`config.mk`:
```
export PLATFORM = sky130hd
export DESIGN_NAME = slip_meter
export DESIGN_NICKNAME = d
export VERILOG_FILES = /design/src/rtl/slip_pkg.sv /design/src/rtl/slip_edge_det.sv /design/src/rtl/slip_accum.sv /design/src/rtl/slip_wander.sv /design/src/rtl/slip_display.sv /design/src/rtl/slip_meter.sv
export SDC_FILE = /design/constraint.sdc
export NUM_CORES = 1
export LEC_CHECK = 0
export BUFFER_PORTS_ARGS = -buffer_cell sky130_fd_sc_hd__buf_2
export CORE_ASPECT_RATIO = 0.8
export CORE_UTILIZATION = 35
export CTS_CLUSTER_SIZE = 25
export DETAILED_ROUTE_END_ITERATION = 12
export GPL_TIMING_DRIVEN = 0
export PLACE_DENSITY = 0.54
export SLEW_MARGIN = 20
export SYNTH_ARGS = -nofsm -noshare
export SYNTH_HDL_FRONTEND = slang
export SYNTH_SLANG_ARGS = --single-unit
```
`constraint.sdc`:
```
create_clock -name clk -period 2.7 [get_ports clk]
set_input_delay 0.405 -clock clk [delete_from_list [all_inputs] [get_ports clk]]
set_output_delay 0.405 -clock clk [all_outputs]
set_load 0.03 [all_outputs]
```
`src/rtl/slip_pkg.sv`:
```
package slip_pkg;
  typedef enum logic [1:0] {
    STEP_NONE = 2'd0,
    STEP_UP   = 2'd1,
    STEP_DOWN = 2'd2
  } step_e;
endpackage

```
`src/rtl/slip_edge_det.sv`:
```
module slip_edge_det #(
  parameter int SYNC_STAGES = 2
) (
  input  logic clk,
  input  logic rst_n,
  input  logic din,
  output logic rise
);
  localparam int SH_W = SYNC_STAGES + 1;

  logic [SH_W-1:0] sh_q;
  logic [SH_W-1:0] sh_d;

  always_comb begin
    sh_d = {sh_q[SH_W-2:0], din};
  end

  always_ff @(posedge clk or negedge rst_n) begin
    if (!rst_n) sh_q <= '0;
    else        sh_q <= sh_d;
  end

  assign rise = sh_q[SYNC_STAGES-1] & ~sh_q[SYNC_STAGES];


  rise_single_chk: assert property (@(posedge clk) disable iff (!rst_n)
    rise |=> !rise);
endmodule

```
`src/rtl/slip_accum.sv`:
```
module slip_accum
  import slip_pkg::*;
#(
  parameter int FRAME_BITS = 193,
  parameter int FRAME_MAX  = 999,
  parameter int ACC_W      = 9,
  parameter int FRAME_W    = 10
) (
  input  logic                     clk,
  input  logic                     rst_n,
  input  logic                     restart,
  input  step_e                    step,
  output logic signed [ACC_W-1:0]  acc,
  output logic [FRAME_W-1:0]       frames,
  output logic                     dir
);
  localparam logic signed [ACC_W-1:0] POS_END = ACC_W'(FRAME_BITS - 1);
  localparam logic signed [ACC_W-1:0] NEG_END = -POS_END;
  localparam logic signed [ACC_W-1:0] ONE     = ACC_W'(1);
  localparam logic [FRAME_W-1:0]      CAP     = FRAME_W'(FRAME_MAX);

  logic signed [ACC_W-1:0] acc_q, acc_d;
  logic [FRAME_W-1:0]      frm_q, frm_d;
  logic                    dir_q, dir_d;
  logic                    wrap;

  always_comb begin
    acc_d = acc_q;
    frm_d = frm_q;
    dir_d = dir_q;
    wrap  = 1'b0;
    if (restart) begin
      acc_d = '0;
      frm_d = '0;
      dir_d = 1'b0;
    end else begin
      case (step)
        STEP_UP: begin
          if (acc_q == POS_END) begin
            acc_d = '0;
            wrap  = 1'b1;
            dir_d = 1'b0;
          end else begin
            acc_d = acc_q + ONE;
          end
        end
        STEP_DOWN: begin
          if (acc_q == NEG_END) begin
            acc_d = '0;
            wrap  = 1'b1;
            dir_d = 1'b1;
          end else begin
            acc_d = acc_q - ONE;
          end
        end
        default: ;
      endcase
      if (wrap && (frm_q != CAP)) frm_d = frm_q + FRAME_W'(1);
    end
  end

  always_ff @(posedge clk or negedge rst_n) begin
    if (!rst_n) begin
      acc_q <= '0;
      frm_q <= '0;
      dir_q <= 1'b0;
    end else begin
      acc_q <= acc_d;
      frm_q <= frm_d;
      dir_q <= dir_d;
    end
  end

  assign acc    = acc_q;
  assign frames = frm_q;
  assign dir    = dir_q;


  acc_range_chk: assert property (@(posedge clk) disable iff (!rst_n)
    (acc_q <= POS_END) && (acc_q >= NEG_END));


  frame_cap_chk: assert property (@(posedge clk) disable iff (!rst_n)
    frm_q <= CAP);


  frame_step_chk: assert property (@(posedge clk) disable iff (!rst_n)
    !restart |=> ((frm_q == $past(frm_q)) || (frm_q == $past(frm_q) + FRAME_W'(1))));


  frame_zero_acc_chk: assert property (@(posedge clk) disable iff (!rst_n)
    (!restart && (step == STEP_UP) && (acc_q == POS_END)) |=> (acc_q == '0) && !dir_q);


  frame_neg_dir_chk: assert property (@(posedge clk) disable iff (!rst_n)
    (!restart && (step == STEP_DOWN) && (acc_q == NEG_END)) |=> (acc_q == '0) && dir_q);


  restart_clear_chk: assert property (@(posedge clk) disable iff (!rst_n)
    restart |=> (acc_q == '0) && (frm_q == '0) && !dir_q);
endmodule

```
`src/rtl/slip_wander.sv`:
```
module slip_wander
  import slip_pkg::*;
#(
  parameter int WANDER_W = 16
) (
  input  logic                clk,
  input  logic                rst_n,
  input  logic                restart,
  input  step_e               step,
  output logic [WANDER_W-1:0] pos_cnt,
  output logic [WANDER_W-1:0] neg_cnt
);
  logic [WANDER_W-1:0] pos_q, pos_d, neg_q, neg_d;
  logic                pos_en, neg_en;

  always_comb begin
    pos_en = restart | (step == STEP_UP);
    neg_en = restart | (step == STEP_DOWN);
    pos_d  = restart ? '0 : pos_q + WANDER_W'(1);
    neg_d  = restart ? '0 : neg_q + WANDER_W'(1);
  end

  always_ff @(posedge clk or negedge rst_n) begin
    if (!rst_n) begin
      pos_q <= '0;
      neg_q <= '0;
    end else begin
      if (pos_en) pos_q <= pos_d;
      if (neg_en) neg_q <= neg_d;
    end
  end

  assign pos_cnt = pos_q;
  assign neg_cnt = neg_q;


  one_side_chk: assert property (@(posedge clk) disable iff (!rst_n)
    !restart |=> !((pos_q != $past(pos_q)) && (neg_q != $past(neg_q))));


  wander_clear_chk: assert property (@(posedge clk) disable iff (!rst_n)
    restart |=> (pos_q == '0) && (neg_q == '0));
endmodule

```
`src/rtl/slip_display.sv`:
```
module slip_display #(
  parameter int ACC_W = 9,
  parameter int GROUP = 16,
  parameter int BAR_W = 6,
  parameter int WHL_W = 5
) (
  input  logic signed [ACC_W-1:0] acc,
  output logic signed [BAR_W-1:0] bar,
  output logic signed [WHL_W-1:0] wheel
);
  localparam int GSH = $clog2(GROUP);
  localparam int OFS = GROUP / 2 - 1;
  localparam logic signed [ACC_W:0]   OFS_A = (ACC_W + 1)'(OFS);
  localparam logic signed [WHL_W-1:0] OFS_W = WHL_W'(OFS);

  logic signed [ACC_W:0] biased;

  always_comb begin
    biased = {acc[ACC_W-1], acc} + OFS_A;
    bar    = biased[ACC_W:GSH];
    wheel  = $signed({1'b0, biased[GSH-1:0]}) - OFS_W;
  end
endmodule

```
`src/rtl/slip_meter.sv`:
```
module slip_meter
  import slip_pkg::*;
#(
  parameter int FRAME_BITS  = 193,
  parameter int FRAME_MAX   = 999,
  parameter int GROUP       = 16,
  parameter int WANDER_W    = 16,
  parameter int SYNC_STAGES = 2,
  localparam int ACC_W      = $clog2(FRAME_BITS) + 1,
  localparam int FRAME_W    = $clog2(FRAME_MAX + 1),
  localparam int BAR_W      = ACC_W + 1 - $clog2(GROUP),
  localparam int WHL_W      = $clog2(GROUP) + 1
) (
  input  logic                     clk,
  input  logic                     rst_n,
  input  logic                     restart,
  input  logic                     test_clk,
  input  logic                     ref_clk,
  output logic signed [ACC_W-1:0]  part_slip,
  output logic [FRAME_W-1:0]       frame_count,
  output logic                     frame_dir,
  output logic [WANDER_W-1:0]      pos_wander,
  output logic [WANDER_W-1:0]      neg_wander,
  output logic signed [BAR_W-1:0]  bar_idx,
  output logic signed [WHL_W-1:0]  wheel_pos
);
  logic       rst_q1, rst_ns;
  logic [1:0] line_in;
  logic [1:0] line_rise;
  step_e      step;

  always_ff @(posedge clk or negedge rst_n) begin
    if (!rst_n) begin
      rst_q1 <= 1'b0;
      rst_ns <= 1'b0;
    end else begin
      rst_q1 <= 1'b1;
      rst_ns <= rst_q1;
    end
  end

  assign line_in = {ref_clk, test_clk};

  for (genvar g = 0; g < 2; g++) begin : g_edge
    slip_edge_det #(.SYNC_STAGES(SYNC_STAGES)) u_edge (
      .clk  (clk),
      .rst_n(rst_ns),
      .din  (line_in[g]),
      .rise (line_rise[g])
    );
  end

  always_comb begin
    case (line_rise)
      2'b01:   step = STEP_UP;
      2'b10:   step = STEP_DOWN;
      default: step = STEP_NONE;
    endcase
  end

  slip_accum #(
    .FRAME_BITS(FRAME_BITS), .FRAME_MAX(FRAME_MAX),
    .ACC_W(ACC_W), .FRAME_W(FRAME_W)
  ) u_accum (
    .clk(clk), .rst_n(rst_ns), .restart(restart), .step(step),
    .acc(part_slip), .frames(frame_count), .dir(frame_dir)
  );

  slip_wander #(.WANDER_W(WANDER_W)) u_wander (
    .clk(clk), .rst_n(rst_ns), .restart(restart), .step(step),
    .pos_cnt(pos_wander), .neg_cnt(neg_wander)
  );

  slip_display #(
    .ACC_W(ACC_W), .GROUP(GROUP), .BAR_W(BAR_W), .WHL_W(WHL_W)
  ) u_disp (
    .acc(part_slip), .bar(bar_idx), .wheel(wheel_pos)
  );


  decomp_chk: assert property (@(posedge clk) disable iff (!rst_ns)
    (int'(bar_idx) * GROUP + int'(wheel_pos)) == int'(part_slip));


  wheel_range_chk: assert property (@(posedge clk) disable iff (!rst_ns)
    (int'(wheel_pos) >= -(GROUP / 2 - 1)) && (int'(wheel_pos) <= GROUP / 2));


  cancel_chk: assert property (@(posedge clk) disable iff (!rst_ns)
    (&line_rise && !restart) |=> $stable(part_slip) && $stable(pos_wander) && $stable(neg_wander));
endmodule

```
# Word-level counts from Yosys, hierarchy flattened

Cells that the tools add are included.

Add/subtract/negate cells: 7
Equality and inequality tests: 9
Multiplexer cells: 17
Bitwise operators: 6
Reductions and logical operators: 4

Operators by type and width:

| cell                                                                  | count |
|---|---|
| 16-bit by 1-bit adder with 16-bit output, second input constant       | 2 |
| 16-bit 2-to-1 mux                                                     | 2 |
| 9-bit 2-to-1 mux                                                      | 3 |
| 10-bit 2-to-1 mux                                                     | 2 |
| 9-bit equality test, second input constant                            | 2 |
| 9-bit one-hot mux with 2 select lines                                 | 1 |
| 10-bit by 1-bit adder with 10-bit output, second input constant       | 1 |
| 9-bit by 4-bit adder with 10-bit output, second input constant        | 1 |
| 10-bit != test, second input constant                                 | 1 |
| 9-bit by 2-bit adder with 9-bit output, second input constant         | 1 |
| 9-bit by 2-bit subtractor with 9-bit output, second input constant    | 1 |
| 1-bit 2-to-1 mux                                                      | 6 |
| 3-bit by 2-bit != test with 1-bit output, second input constant       | 2 |
| 4-bit by 3-bit subtractor with 5-bit output, second input constant    | 1 |
| 2-bit by 1-bit equality test with 1-bit output, second input constant | 2 |
| 2-bit equality test, second input constant                            | 2 |
| 1-bit one-hot mux with 2 select lines                                 | 2 |
| 2-bit one-hot mux with 2 select lines                                 | 1 |
| 3-bit AND reduction                                                   | 1 |
| 3-bit nonzero test                                                    | 1 |
| 1-bit bitwise AND                                                     | 2 |
| 1-bit NOT                                                             | 2 |
| 1-bit bitwise OR                                                      | 2 |
| 2-bit nonzero test                                                    | 1 |
| 1-bit logical AND                                                     | 1 |

Register bits: 60
Input bits: 5
Output and inout bits: 63
Logic and storage cells: 52

# Logic depth before layout (Yosys ltp)

Word-level depth: 10
Gate-level depth with buffers: 10
Gate-level depth less buffers: 8

# Hierarchy

A second synthesis with hierarchy kept.

Cell total of the unflattened synthesis: 377
Area total of the unflattened synthesis: 3557.2 um^2

Modules (own cells, without submodules):

| module        | instances | cells each | area each (um^2) | seq. area each (um^2) |
|---|---|---|---|---|
| slip_wander   | 1         | 165        | 1635.3           | 800.8 |
| slip_accum    | 1         | 160        | 1372.6           | 500.5 |
| slip_display  | 1         | 39         | 302.8            | 0.0 |
| slip_edge_det | 2         | 4          | 88.8             | 75.1 |
| slip_meter    | 1         | 5          | 68.8             | 50.0 |

# Worst setup path before layout

OpenSTA, ideal clock, no wires.

Path kind: register to output
Start point: register u_accum.acc_q[0] (netlist: u_accum.acc[0])
End point: output port wheel_pos[3]
Arrival time: 2.220 ns
Required time: 2.295 ns
Setup slack: 0.075 ns
Stages on the path, launching flop included: 9
Buffers on the path: 1
Cells stage by stage: dfrtp_1 > clkbuf_1 > inv_1 > ha_1 > nor2b_1 > xnor2_1 > mux2i_1 > nor2_1 > xor2_1

Longest elaborated chain between the ends: 2

RTL lines:

| what                                        | line               | text |
|---|---|---|
| start: declaration                          | slip_accum.sv:22   | `logic signed [ACC_W-1:0] acc_q, acc_d;` |
| start signal: assignment                    | slip_accum.sv:64   | `acc_q <= '0;` |
| start signal: assignment                    | slip_accum.sv:68   | `acc_q <= acc_d;` |
| 9-bit by 4-bit adder with 10-bit output     | slip_display.sv:19 | `biased = {acc[ACC_W-1], acc} + OFS_A;` |
| 4-bit by 3-bit subtractor with 5-bit output | slip_display.sv:21 | `wheel = $signed({1'b0, biased[GSH-1:0]}) - OFS_W;` |
| end: declaration                            | slip_meter.sv:25   | `output logic signed [WHL_W-1:0] wheel_pos` |

No other way between the ends.

# Worst setup path in the final report

Start point: register u_accum.acc_q[1] (netlist: u_accum.acc[1])
End point: output port bar_idx[3]

Longest elaborated chain between the ends: 1

RTL lines:

| what                                    | line               | text |
|---|---|---|
| 9-bit by 4-bit adder with 10-bit output | slip_display.sv:19 |  |
| end: declaration                        | slip_meter.sv:24   | `output logic signed [BAR_W-1:0] bar_idx,` |

No other way between the ends.

==> out/results.tsv <==
stage	metric	value	unit
status	status	complete, but fails checks	
status	violations	design-rule violations	
synth	syn-cell-area	3340	sq um
synth	synth_top_family_by_area	simple AND/OR/NAND/NOR gates	
pwr	p_sw_share	34.4	%
clocking	clock_sinks	60	
pwr	ir_worst_vdd	0.416	mV
synth	synth_compound_area_share	9.43	%
setup_path	cp.arrival	2.21	ns
synth	ys.flop_type	dfrtp_1	
setup_path	cpMaxStageDelayCell	nor3_1	
floorplanning	dieHeight	89.4	microns
pwr	p_comb_share	28.0	%
placed_design	hpwl	6020	microns
synth	netlist-cell-type-count	45	
pwr	power.share.sequential	33.6	%
route	wl_per_cell	14.7	microns
clocking	clock_latency	0.33	ns
timing	worst_pin_slew	0.976	ns
global_route	grt_pass1_vias	2643	
synth	synth-warning-count	0	
timing	max_freq	382	MHz
timing	period_share	97.0	%
clocking	cts_inserted_buffers	9	
pwr	power	3010	uW
finish	layout.cells.non_filler	559	
pwr	clockPowerShare	38.4	%
synth	synth_top_area_share	44.9	%
synth	synth_cells	359	
finish	final_cell_mix	buf_2 (70), nor2_1 (60), dfrtp_1 (58), xor2_1 (36), nand2_1 (26)	
floorplanning	die_x	111	microns
route	viasPerCell	5.18	
clocking	cts_tree	built	
timing	slew-limit-headroom	34.4	%
route	wl	8240	microns
route	via_count	2893	
floorplanning	fp.coreArea	9150	sq um
clocking	clk_path_buf_depth	2	
setup_path	critical_path_class	reg -> out	
timing	setup-violations-final	0	
setup_path	crit_chain	nor3_1 > nor2_1 > xor2_1 > buf_2	
global_route	grt_usage	17.7	%
global_route	globalRouteOverflowTotal	0	
route	ant_nets	0	
clocking	cts.clk_slew.worst_paths	0.05	ns
finish	drive_above_1_share	22.7	%
floorplanning	dieArea	9950	sq um
synth	yosysSeqAreaShare	44.9	%
placed_design	dpl.cell_count	542	
pwr	powerDensity	722	nW/um^2
synth	avgSynthCellArea	9.32	sq um
floorplanning	boundaryPins	68	
synth	synthSimpleGateAreaFrac	25.1	%
placed_design	routabilityCongestion	0.890	
floorplanning	rows	31	
synth	synth_fa_ha_area_share	2.99	%
timing	finalHoldViolCount	0	
finish	diodes	0	
synth	synthXorXnorAreaFrac	12.8	%
timing	slew_viol_final	0	
setup_path	crit_path_end_kind	output pin	
synth	async_flop_share	100	%
setup_path	worst_setup_path_start_kind	flop	
finish	final_util	45.6	%
global_route	grt_pass1_wl	13400	microns
setup_path	cp_max_fo	8	
timing	rsz0062_at_grt	false	
setup_path	cp.required	2.30	ns
pwr	p_sw	1040	uW
synth	yosysTopAreaCell	dfrtp_1	
finish	synthToLayoutAreaGrowth	24.9	%
global_route	grt_antenna_before_repair	0	
setup_path	r2r_setup_slack	0.23	ns
timing	holdWs	0.179	ns
job	max_cap_violations	0	
timing	finalCriticalPeriod	2.62	ns
clocking	ctsRootBufferMaster	clkbuf_16	
placed_design	port_buffers	67	
timing	finClkSkew	0.00445	ns
synth	synth.area.mux_share	0.898	%
floorplanning	start_util	36.5	%
route	drcViolationCount	8	
synth	ys_ff_latch	60	
clocking	ctsHtreeMaxLevel	3	
pwr	p_leak	0.00196	uW
finish	fin_nets	452	
pwr	cellInternalPower	1980	uW
route	dr.pass1.iters	9	
synth	ys_top_cells_by_area	dfrtp_1 (45%), xor2_1 (9.4%), nor2_1 (6.7%), nand4_1 (3.6%), xnor2_1 (3.4%)	
route	drtIter0Drc	167	
synth	synth-edff-count	0	
global_route	grt_max_degree	47	
finish	layout_commonest_cell	buf_2	
worst_hold_path	hold_path_class	reg -> async	
synth	synth.net_count	372	
setup_path	cpPeakStageDelay	0.83	ns
through the flow:
step | setup TNS, ns | worst slack, ns | instance area, sq um
5_1_grt | 0 | 0.0209 | 4180
2_1_floorplan | 0 | 0.0755 | 3340
6_report | 0 | 0.0804 | 4180
3_3_place_gp | -0.0314 | -0.0196 | 3820
4_1_cts | 0 | 0.0219 | 4170
3_5_place_dp | -0.0963 | -0.0444 | 3850
power by group through the flow:
stage | logic, uW | registers [uW] | clock network (uW)
after floorplan | 537 | 1090 | 0
after global placement | 819 | 1040 | 0
after detailed placement | 842 | 1030 | 0
after CTS | 842 | 1010 | 1190
after global routing | 908 | 1020 | 1240
final | 844 | 1010 | 1160
worst paths after layout:
path                                                         start                            endpoint  depth (start not counted)
worst max-delay path                    u_accum.acc[1]$_DFFE_PN0P_                          bar_idx[3]                          4
worst min-delay path                              rst_ns$_DFF_PN0_     u_wander.neg_cnt[7]$_DFFE_PN0P_                          0
worst max register to register  g_edge[0].u_edge.sh_q[1]$_DFF_PN0_    u_wander.neg_cnt[12]$_DFFE_PN0P_                          8
worst min register to register                    rst_ns$_DFF_PN0_     u_wander.neg_cnt[7]$_DFFE_PN0P_                          0
max in group asynchronous                         rst_ns$_DFF_PN0_     u_wander.pos_cnt[0]$_DFFE_PN0P_                          1
min in group clk                                          test_clk  g_edge[0].u_edge.sh_q[0]$_DFF_PN0_                          1
cell type report:
| cell class | count | area [sq um] |
|---|---|---|
| sequential | 60 | 1510 |
| clock buffer | 12 | 256 |
| timing repair buffer | 70 | 380 |
| multi-input combinational | 268 | 1720 |
| clock inverter | 4 | 47.5 |
| buffer | 19 | 78.8 |
| inverter | 11 | 41.3 |
| fill | 920 | 4980 |
| tap | 115 | 144 |
state kept, by name, indices dropped and copies added, names as in the netlist:
signal,flops
u_accum.frames,10
rst_ns,1
g_edge.u_edge.sh_q,6
rst_q1,1
u_wander.pos_cnt,16
u_wander.neg_cnt,16
u_accum.acc,9
u_accum.dir,1
cell usage after synthesis (all sizes together), types with 3 or more instances:
library cell  count
inv              11
xor2             36
or2               3
o21ai            13
nor2             60
and3              7
dfrtp            60
nand2            26
and4              5
nand2b            3
nand3            14
nor3b             4
clkbuf           13
or3               4
nor2b             7
a21oi            10
mux2i             3
nor3              4
nand4            19
ha                8
buf               7
nor4              4
xnor2            13
worst max-delay path, delay by kind of cell (launching register included):
kind | cells | cell delay [ns]
flip-flops | 1 | 0.48
buffers and inverters | 1 | 0.23
XOR/XNOR | 1 | 0.21
AND/OR/NAND/NOR | 2 | 0.98
repair_timing:
action	in CTS	in global routing
cloned	0	0
resized for setup	0	2
pin swaps	0	1
hold buffers	1	0
buffers inserted	0	1
setup endpoints to repair	9	14
hold endpoints to repair	2	0
cells by family after synthesis:
logic type                 after synthesis
buffers and inverters                   31
adders and majority gates                8
DFF                                     60
xor gates and xnor gates                49
muxes                                    3
other                                    1
AOI/OAI and AO/OA                       41
and+or+nand+nor                        166
routing by layer:
metal  GRT usage [%]  up-vias  wire, microns  share of wire (%)
li1                -     1401              -                  -
met1            24.0     1388           4110                 50
met2            26.3       92           3460                 42
met3            5.69       12            564                6.8
met4            7.00        0            102                1.2
met5               0        -              0                  0
Note: power is estimated with default switching activity, not from simulation.
